## config.mk

```make
export PLATFORM = sky130hd
export DESIGN_NAME = cbus_slave
export DESIGN_NICKNAME = d
export VERILOG_FILES = /design/src/rtl/cbus_pkg.sv /design/src/rtl/cbus_sync.sv /design/src/rtl/cbus_frame.sv /design/src/rtl/cbus_regfile.sv /design/src/rtl/cbus_slave.sv
export SDC_FILE = /design/constraint.sdc
export NUM_CORES = 1
export LEC_CHECK = 0
export BUFFER_PORTS_ARGS = -buffer_cell sky130_fd_sc_hd__buf_2
export CAP_MARGIN = 10
export CORE_MARGIN = 1.5
export CORE_UTILIZATION = 35
export CTS_CLUSTER_SIZE = 12
export DETAILED_ROUTE_END_ITERATION = 12
export SYNTH_ARGS = -nofsm -noshare
export SYNTH_HDL_FRONTEND = slang
export SYNTH_SLANG_ARGS = --single-unit
```

## constraint.sdc

```tcl
create_clock -name clk -period 11.5 [get_ports clk]
set_clock_uncertainty 0.1 [all_clocks]
set_input_delay 1.725 -clock clk [delete_from_list [all_inputs] [get_ports clk]]
set_output_delay 1.725 -clock clk [all_outputs]
set_load 0.02 [all_outputs]
```

## src/rtl/cbus_pkg.sv

```systemverilog
package cbus_pkg;
  typedef enum logic [1:0] {
    PH_IDLE = 2'd0,
    PH_ADDR = 2'd1,
    PH_DATA = 2'd2,
    PH_TAIL = 2'd3
  } phase_e;
endpackage

```

## src/rtl/cbus_sync.sv

```systemverilog
// Multi-stage synchroniser with edge detection for a group of lines.
module cbus_sync #(
  parameter int N      = 3,
  parameter int STAGES = 2
) (
  input  logic         clk,
  input  logic         rst_n,
  input  logic [N-1:0] raw,
  output logic [N-1:0] level,
  output logic [N-1:0] rise,
  output logic [N-1:0] fall
);
  logic [N-1:0] stg_q [STAGES];
  logic [N-1:0] prev_q;

  for (genvar g = 0; g < STAGES; g++) begin : g_stage
    logic [N-1:0] stg_n;
    if (g == 0) begin : g_first
      assign stg_n = raw;
    end else begin : g_next
      assign stg_n = stg_q[g-1];
    end
    always_ff @(posedge clk or negedge rst_n) begin
      if (!rst_n) stg_q[g] <= '1;
      else        stg_q[g] <= stg_n;
    end
  end

  always_ff @(posedge clk or negedge rst_n) begin
    if (!rst_n) prev_q <= '1;
    else        prev_q <= stg_q[STAGES-1];
  end

  assign level = stg_q[STAGES-1];
  assign rise  = stg_q[STAGES-1] & ~prev_q;
  assign fall  = ~stg_q[STAGES-1] & prev_q;
endmodule

```

## src/rtl/cbus_frame.sv

```systemverilog
// Transfer framing: address phase, data phase, closing pulse.
module cbus_frame
  import cbus_pkg::*;
#(
  parameter int AW = 8,
  parameter int DW = 16,
  parameter int CW = $clog2(DW + 1) + 1
) (
  input  logic          clk,
  input  logic          rst_n,
  input  logic          id_fall,
  input  logic          id_rise,
  input  logic          ck_rise,
  input  logic          din,
  output phase_e        phase,
  output logic [AW-1:0] addr,
  output logic [DW-1:0] data,
  output logic [CW-1:0] cnt,
  output logic          addr_done,
  output logic          end_evt
);
  phase_e        phase_q, phase_n;
  logic [AW-1:0] addr_q, addr_n;
  logic [DW-1:0] data_q, data_n;
  logic [CW-1:0] cnt_q, cnt_n;

  always_comb begin
    phase_n   = phase_q;
    addr_n    = addr_q;
    data_n    = data_q;
    cnt_n     = cnt_q;
    addr_done = 1'b0;
    end_evt   = 1'b0;
    case (phase_q)
      PH_IDLE: begin
        if (id_fall) begin
          phase_n = PH_ADDR;
          cnt_n   = '0;
          addr_n  = '0;
        end
      end
      PH_ADDR: begin
        if (id_rise) begin
          if (cnt_q == CW'(AW)) begin
            phase_n   = PH_DATA;
            addr_done = 1'b1;
            cnt_n     = '0;
            data_n    = '0;
          end else begin
            phase_n = PH_IDLE;
          end
        end else if (ck_rise) begin
          for (int i = 0; i < AW; i++)
            if (cnt_q == CW'(i)) addr_n[i] = din;
          if (cnt_q != '1) cnt_n = cnt_q + CW'(1);
        end
      end
      PH_DATA: begin
        if (id_fall) begin
          phase_n = PH_TAIL;
          end_evt = 1'b1;
        end else if (ck_rise) begin
          for (int i = 0; i < DW; i++)
            if (cnt_q == CW'(i)) data_n[i] = din;
          if (cnt_q != '1) cnt_n = cnt_q + CW'(1);
        end
      end
      default: begin
        if (id_rise) phase_n = PH_IDLE;
      end
    endcase
  end

  always_ff @(posedge clk or negedge rst_n) begin
    if (!rst_n) begin
      phase_q <= PH_IDLE;
      addr_q  <= '0;
      data_q  <= '0;
      cnt_q   <= '0;
    end else begin
      phase_q <= phase_n;
      addr_q  <= addr_n;
      data_q  <= data_n;
      cnt_q   <= cnt_n;
    end
  end

  assign phase = phase_q;
  assign addr  = addr_q;
  assign data  = data_q;
  assign cnt   = cnt_q;
endmodule

```

## src/rtl/cbus_regfile.sv

```systemverilog
// Coefficient bank: two write ports (b wins), two read ports.
module cbus_regfile #(
  parameter int N       = 35,
  parameter int W       = 8,
  parameter int RST_IDX = 33,
  parameter int RST_VAL = 8,
  parameter int IW      = $clog2(N + 1)
) (
  input  logic          clk,
  input  logic          rst_n,
  input  logic          we_a,
  input  logic [IW-1:0] ia,
  input  logic [W-1:0]  da,
  input  logic          we_b,
  input  logic [IW-1:0] ib,
  input  logic [W-1:0]  db,
  input  logic [IW-1:0] ra,
  output logic [W-1:0]  qa,
  input  logic [IW-1:0] rb,
  output logic [W-1:0]  qb
);
  logic [W-1:0] mem_q [N];

  for (genvar g = 0; g < N; g++) begin : g_ent
    localparam logic [W-1:0] RV = (g == RST_IDX) ? W'(RST_VAL) : '0;
    logic [W-1:0] ent_n;
    logic         ent_en;
    always_comb begin
      ent_en = 1'b0;
      ent_n  = mem_q[g];
      if (we_b && ib == IW'(g)) begin
        ent_en = 1'b1;
        ent_n  = db;
      end else if (we_a && ia == IW'(g)) begin
        ent_en = 1'b1;
        ent_n  = da;
      end
    end
    always_ff @(posedge clk or negedge rst_n) begin
      if (!rst_n)      mem_q[g] <= RV;
      else if (ent_en) mem_q[g] <= ent_n;
    end
  end

  always_comb begin
    qa = '0;
    qb = '0;
    for (int i = 0; i < N; i++) begin
      if (ra == IW'(i)) qa = mem_q[i];
      if (rb == IW'(i)) qb = mem_q[i];
    end
  end
endmodule

```

## src/rtl/cbus_slave.sv

```systemverilog
// Three-wire control bus slave with select handshake and coefficient bank.
module cbus_slave
  import cbus_pkg::*;
#(
  parameter int COEF_N      = 35,
  parameter int COEF_W      = 8,
  parameter int ADDR_W      = 8,
  parameter int COEF_BASE   = 64,
  parameter int SEL_ADDR    = 102,
  parameter int SEL_WORD    = 15,
  parameter int PAIR_ADDR   = 100,
  parameter int RD_BASE     = 128,
  parameter int CTRL_IDX    = 33,
  parameter int CTRL_RST    = 8,
  parameter int SYNC_STAGES = 2,
  parameter int IDX_W       = $clog2(COEF_N + 1)
) (
  input  logic             clk,
  input  logic             rst_n,
  input  logic             cb_ident,
  input  logic             cb_clk,
  input  logic             cb_data,
  output logic             cb_data_pull,
  input  logic [IDX_W-1:0] coef_idx,
  output logic [COEF_W-1:0] coef_q
);
  localparam int DATA_W = 2 * COEF_W;
  localparam int CNT_W  = $clog2(DATA_W + 1) + 1;

  // reset: asynchronous assert, synchronous release
  logic [1:0] rst_sh_q;
  logic       rst_i_n;
  always_ff @(posedge clk or negedge rst_n) begin
    if (!rst_n) rst_sh_q <= '0;
    else        rst_sh_q <= {rst_sh_q[0], 1'b1};
  end
  assign rst_i_n = rst_sh_q[1];

  logic [2:0]        lv, rs, fl;
  phase_e            phase;
  logic [ADDR_W-1:0] addr_q;
  logic [DATA_W-1:0] data_q;
  logic [CNT_W-1:0]  cnt;
  logic              addr_done, end_evt;
  logic              is_coef, is_pair, is_sel, is_rd, len_ok;
  logic              sel_q, sel_n;
  logic              we_a, we_b;
  logic [IDX_W-1:0]  ia, rd_idx;
  logic [COEF_W-1:0] rd_val;
  logic              rd_act_q, rd_act_n;
  logic              drv_q, drv_n;
  logic [COEF_W-1:0] rd_sh_q, rd_sh_n;
  int                a_int;

  cbus_sync #(.N(3), .STAGES(SYNC_STAGES)) u_sync (
    .clk(clk), .rst_n(rst_i_n),
    .raw({cb_data, cb_clk, cb_ident}),
    .level(lv), .rise(rs), .fall(fl)
  );

  cbus_frame #(.AW(ADDR_W), .DW(DATA_W), .CW(CNT_W)) u_frame (
    .clk(clk), .rst_n(rst_i_n),
    .id_fall(fl[0]), .id_rise(rs[0]), .ck_rise(rs[1]), .din(lv[2]),
    .phase(phase), .addr(addr_q), .data(data_q), .cnt(cnt),
    .addr_done(addr_done), .end_evt(end_evt)
  );

  // address decode
  always_comb begin
    a_int   = int'(addr_q);
    is_coef = (a_int >= COEF_BASE) && (a_int < COEF_BASE + COEF_N);
    is_pair = (a_int == PAIR_ADDR);
    is_sel  = (a_int == SEL_ADDR);
    is_rd   = (a_int >= RD_BASE) && (a_int < RD_BASE + COEF_N);
    len_ok  = is_pair ? (cnt == CNT_W'(DATA_W)) : (cnt == CNT_W'(COEF_W));
    ia      = is_pair ? IDX_W'(0) : IDX_W'(a_int - COEF_BASE);
    rd_idx  = IDX_W'(a_int - RD_BASE);
  end

  // commit at the closing pulse
  always_comb begin
    we_a  = end_evt && len_ok && sel_q && (is_coef || is_pair);
    we_b  = end_evt && len_ok && sel_q && is_pair;
    sel_n = sel_q;
    if (end_evt && len_ok && is_sel)
      sel_n = (data_q[COEF_W-1:0] == COEF_W'(SEL_WORD));
  end

  always_ff @(posedge clk or negedge rst_i_n) begin
    if (!rst_i_n) sel_q <= 1'b0;
    else          sel_q <= sel_n;
  end

  cbus_regfile #(
    .N(COEF_N), .W(COEF_W), .RST_IDX(CTRL_IDX), .RST_VAL(CTRL_RST), .IW(IDX_W)
  ) u_bank (
    .clk(clk), .rst_n(rst_i_n),
    .we_a(we_a), .ia(ia), .da(data_q[COEF_W-1:0]),
    .we_b(we_b), .ib(IDX_W'(1)), .db(data_q[DATA_W-1:COEF_W]),
    .ra(coef_idx), .qa(coef_q),
    .rb(rd_idx), .qb(rd_val)
  );

  // read-out path on the shared line
  always_comb begin
    rd_act_n = rd_act_q;
    drv_n    = drv_q;
    rd_sh_n  = rd_sh_q;
    if (end_evt || phase == PH_IDLE) begin
      rd_act_n = 1'b0;
      drv_n    = 1'b1;
    end else if (addr_done) begin
      rd_act_n = sel_q && is_rd;
      rd_sh_n  = rd_val;
      drv_n    = 1'b1;
    end else if (fl[1] && rd_act_q && phase == PH_DATA) begin
      drv_n = 1'b1;
      for (int i = 0; i < COEF_W; i++)
        if (cnt == CNT_W'(i)) drv_n = rd_sh_q[i];
    end
  end

  always_ff @(posedge clk or negedge rst_i_n) begin
    if (!rst_i_n) begin
      rd_act_q <= 1'b0;
      drv_q    <= 1'b1;
      rd_sh_q  <= '0;
    end else begin
      rd_act_q <= rd_act_n;
      drv_q    <= drv_n;
      rd_sh_q  <= rd_sh_n;
    end
  end

  assign cb_data_pull = rd_act_q && !drv_q;
endmodule

```

## Yosys cells after proc, flatten, opt, wreduce, memory -nomap -nowiden

Index checks and enable logic that the tools add are counted.

| storage, ports and cells | value |
|---|---|
| register bits after elaboration | 333 |
| bits of input ports | 11 |
| output and inout port bits | 9 |
| word-level logic and storage cells | 527 |

| operators by class | value |
|---|---|
| $add $sub $neg | 3 |
| magnitude comparators | 4 |
| equal/unequal tests | 157 |
| mux-type cells | 166 |
| bitwise gates (word level) | 5 |
| reductions and logical operators | 123 |

Operators with widths:

| operator | number |
|---|---|
| $mux 8 | 75 |
| $eq 6x5->1 const B | 49 |
| $eq 6x4->1 const B | 32 |
| $eq 6x3->1 const B | 16 |
| $reduce_and 6->1 | 16 |
| $reduce_and 2->1 | 36 |
| $mux 1 | 71 |
| $mux 16 | 4 |
| $eq 6x6->1 const B | 9 |
| $eq 6x2->1 const B | 8 |
| $logic_and 1x1->1 | 46 |
| $mux 6 | 7 |
| $reduce_and 5->1 | 8 |
| $ne 2x2->1 const B | 17 |
| $pmux 16 s2 | 1 |
| $ne 2x1->1 const B | 15 |
| $eq 6x1->1 const B | 4 |
| $logic_not 6->1 | 4 |
| $pmux 6 s3 | 1 |
| $eq 8x8->1 const B | 2 |
| $pmux 8 s2 | 1 |
| $sub 6x1->6 const B | 2 |
| $mux 2 | 5 |
| $reduce_bool 3->1 | 3 |
| other kinds (19) | 26 |

## Depth between registers and ports, before layout

| depth | value |
|---|---|
| word-level depth | 37 |
| gate-level depth with buffers | 11 |
| mapped depth without buffers | 9 |

## Modules after synthesis

A second synthesis with hierarchy kept.

| unflattened totals | value |
|---|---|
| cells, all modules | 2691 |
| area total of the unflattened synthesis | 23158.5 um^2 |

Modules (own cells, without submodules):

| module | times used | cells an instance | area an instance (um^2) | sequential area each (um^2) |
|---|---|---|---|---|
| cbus_regfile | 1 | 2382 | 20103.0 | 7008.0 |
| cbus_frame | 1 | 226 | 2025.7 | 800.8 |
| cbus_slave | 1 | 68 | 740.7 | 326.6 |
| cbus_sync | 1 | 15 | 289.0 | 236.5 |

## Worst setup path before layout

OpenSTA, ideal clock, no wires.

| path | value |
|---|---|
| kind | input -> output |
| from | input port coef_idx[2] |
| to | output port coef_q[1] |
| data arrival time | 4004 ps |
| required time | 9675 ps |
| path slack | 5671 ps |
| cell stages on the path | 9 |
| buffers on the path | 2 |
| cells stage by stage | clkbuf_1 > or4b_1 > clkbuf_1 > nor2_1 > a2bb2oi_1 > o21ai_0 > a211oi_1 > o21bai_1 > a221oi_1 |

| between the ends | value |
|---|---|
| word-level cells in the longest chain between the ends | 36 |
| elaborated cells on any way between the ends | 70 |
| those cells by class | 34 x eq/ne; 35 x mux; 1 x reduce/logical |

RTL lines:

| what | line | text |
|---|---|---|
| from (decl) | cbus_slave.sv:24 | `input logic [IDX_W-1:0] coef_idx,` |
| $logic_not 6->1 | cbus_regfile.sv:49 | `if (ra == IW'(i)) qa = mem_q[i];` |
| $mux 8 (34 in series) | cbus_regfile.sv:49 |  |
| $mux 8 * | cbus_regfile.sv:49 |  |
| to (decl) | cbus_slave.sv:25 | `output logic [COEF_W-1:0] coef_q` |

Mark *: on every way between the ends. The rest lies on a longest branch, timed or not.

## Worst setup path after layout

| path | value |
|---|---|
| from | input port coef_idx[1] |
| to | output port coef_q[1] |

The elaborated chain is that of the path after synthesis.

==> flow_summary.ini <==
[run]
maxCapViolations = 0

[synthesis]
synth_nets = 2112
synth-seq-cells = 333
synthTopCellsByCount = 323 x dfrtp_1, 300 x mux2_2, 173 x o21ai_0, 148 x nand2_1, 140 x nor2_1
synth-edff-count = 0
synth_flop_cell = dfrtp_1
yosysWarnings = 0
synth_cell_types = 88
postSynthCellCount = 2093
synthTopCellsByArea = dfrtp_1 40%, mux2_2 17%, o21ai_0 4.2%
synthArstFlopShare_pct = 100
yosysTopAreaCell = dfrtp_1
synth_top_area_share_pct = 39.6
synth_area_sq_um = 20400
syn_area_per_cell_sq_um = 9.76
yosysSeqAreaShare_pct = 40.8
synth.most_common_cell = dfrtp_1

[hold_path]
min_path_type = register to register

[global_route]
grt_max_degree = 74
grt_pass1_vias = 17900
grt_usage_pct = 28.7
grt-ovfl-total = 0
grt_pass1_wl_microns = 127000
antenna_found_initial = 3

[timing]
period_share_pct = 62.7
slew_headroom_pct = 19.3
fmax_mhz = 139
totalNegativeSetupSlack_ns = 0
rsz0062_at_grt = no
finalMaxSlewViolations = 0
setup_viol = 0
hold_viol = 0
fin_crit_ns = 7.21
timing.final.ws_setup_ns = 4.29
max_slew.worst_pin.slew_ns = 1.20

[floorplanning]
initial_core_util_pct = 35.4
core_sq_um = 57700
die_w_microns = 245
fp.dieH_microns = 245
fp-row-count = 88
die_area_sq_um = 59800
ios = 20

[setup_path]
crit_arrival_ns = 5.38
required_ns = 9.68
cp_max_fo = 73
critPathKind = input port to primary output
startpoint_type = input port
crit_chain = buf_4 > buf_4 > nand2_1 > nor3_1 > a211oi_1 > o31a_1 > a211oi_1 > o21bai_1 > a221oi_1 > buf_2
cpMaxStageDelayCell = buf_4
cp_slowest_stage_delay_ns = 0.84
cpLargestDelayFamily = buffers and inverters
critPathBufInv = 3
crit_path_end_kind = primary output

[final_layout]
ff_latch_area_sq_um = 8360
fillers = 5788
area_growth_pct = 10.7
drive_above_1_share_pct = 25.2
finish.utilization_pct = 39.2
multi_input_area_sq_um = 11300
nets = 2043

[pwr]
power.density_nw_per_um2 = 159
pwr-share-seq_pct = 34.8
switchingPower_mw = 1.33
internal-power_mw = 2.27
static-leakage-power_nw = 9.64
vdd_drop_max_uv = 109
p_total_mw = 3.60
switching_share_pct = 37.0
power.share.combinational_pct = 27.8
clockPowerShare_pct = 37.4

[place]
place_hpwl_microns = 60000
io_buffers = 19
gp_congestion = 1.02
pre_cts_slack_ns = 4.47

[detailed_routing]
vias = 18500
drc = 0
ant_nets = 0
drt-vias-per-instance = 6.56
wl_per_cell_microns = 30.8
drtPass1Iterations = 8
drt-total-wl_microns = 86800
drt_iter0_drc = 2575

[outcome]
outcome = finished, final reports clean

[clocking]
ctsLongestPathBuffers = 3
htreeDepth = 2
tritoncts = yes
root_buffer = clkbuf_16
cts_buffers = 40
cts.sinks = 333
clkSlewWorstSetupHoldPaths_ns = 0.06
postCtsSetupRepairBufs = 0
hold_buffers = 0
clk-insertion-delay-late_ns = 0.58
cts_resized = 0
placed cells by master (no fill, tap or decap), types with 9 or more instances in the layout:
master       n
clkbuf_16   40
nor3_1      29
dfrtp_1    320
o32ai_1     11
o21ai_0    173
mux2_2     300
nand2b_1    12
nor2_1     140
inv_1       23
mux4_2      10
nand3_1     63
nor2b_1     30
and3_1      12
a22o_1      20
a2bb2oi_1    9
a211oi_1    22
buf_2       18
a21oi_1    130
a31oi_1     18
nor2_2      25
buf_4       54
a32oi_1     11
o22ai_1     50
nand2_1    148
o211ai_1    25
o221ai_1    18
a221oi_1    12
o31ai_1      9
dfstp_2     10
nand4_1      9
mux2i_1     63
nand4b_1    10
a22oi_1     23
logic make-up after synthesis:
family	count (synthesis)	synth area share [%]
xor gates and xnor gates	3	0.129
muxes	375	20.8
other	1	0.0184
DFF	333	40.8
and+or+nand+nor	547	13.9
adders and majority gates	9	0.539
buffers and inverters	207	4.04
AOI/OAI and AO/OA	618	19.7
metrics by stage:
step / hold slack [ns] / area, sq um / cells
3_5_place_dp: 0.238 / 21200 / 2747
5_1_grt: 0.258 / 22600 / 2817
6_report: 0.247 / 22600 / 2818
3_3_place_gp: 0.241 / 21200 / 2746
4_1_cts: 0.250 / 22600 / 2817
2_1_floorplan: 0.231 / 20400 / 2093
routing by layer:
metal  vias up  share of wire [%]  GRT usage (%)
li1       7715                  -              -
met1      9389                 42           39.3
met2      1142                 42           41.3
met3       251                 11           8.58
met4         0                5.1           13.3
met5         -                  0              0
power by group through the flow:
stage	Clock, mW	Combinational [mW]	Sequential (mW)
after floorplan	0	0.608	1.23
after global placement	0	0.934	1.27
after detailed placement	0	0.942	1.27
after CTS	1.37	0.943	1.25
after global routing	1.41	1.03	1.26
final	1.35	1.00	1.26
path summary, 6_finish.rpt:
| check | startpoint | end | slack (ns) | cells after the start |
|---|---|---|---|---|
| max reg2reg | u_frame.addr[1] | u_bank.mem_q[76] | 6.62 | 8 |
| min | u_sync.g_stage[1].stg_n[2] | u_sync.level[2] | 0.25 | 0 |
| max | coef_idx[1] | coef_q[1] | 4.29 | 10 |
| min in group asynchronous | rst_sh_q[1] | u_bank.mem_q[8] | 0.37 | 0 |
| max in group asynchronous | rst_sh_q[1] | u_bank.mem_q[170] | 8.61 | 2 |
| min reg2reg | u_sync.g_stage[1].stg_n[2] | u_sync.level[2] | 0.25 | 0 |
worst reg2reg max path: cells and delay by family (launching register included):
family	cells	cell delay, ns
simple gates	4	1.94
compound gates	2	1.31
flops	1	0.62
mux	1	0.41
buf+inv	1	0.36
cell type report:
type	instances	area share, %
multi-input combinational	1553	50.1
sequential	333	37.0
clock buffer	55	4.98
tap	765	4.23
timing repair buffer	72	2.19
clock inverter	15	1.12
inverter	24	0.398
antenna	1	0.0111
flip-flops by register name (all words and copies together) (netlist names), 3 cells and up:
signal and flops:
u_sync.level 3, u_frame.addr 8, u_frame.data 16, u_sync.g_stage.stg_n 3
rd_sh_q 8, u_frame.cnt 6, u_bank.mem_q 280
Power figures use the tool's default switching activity.
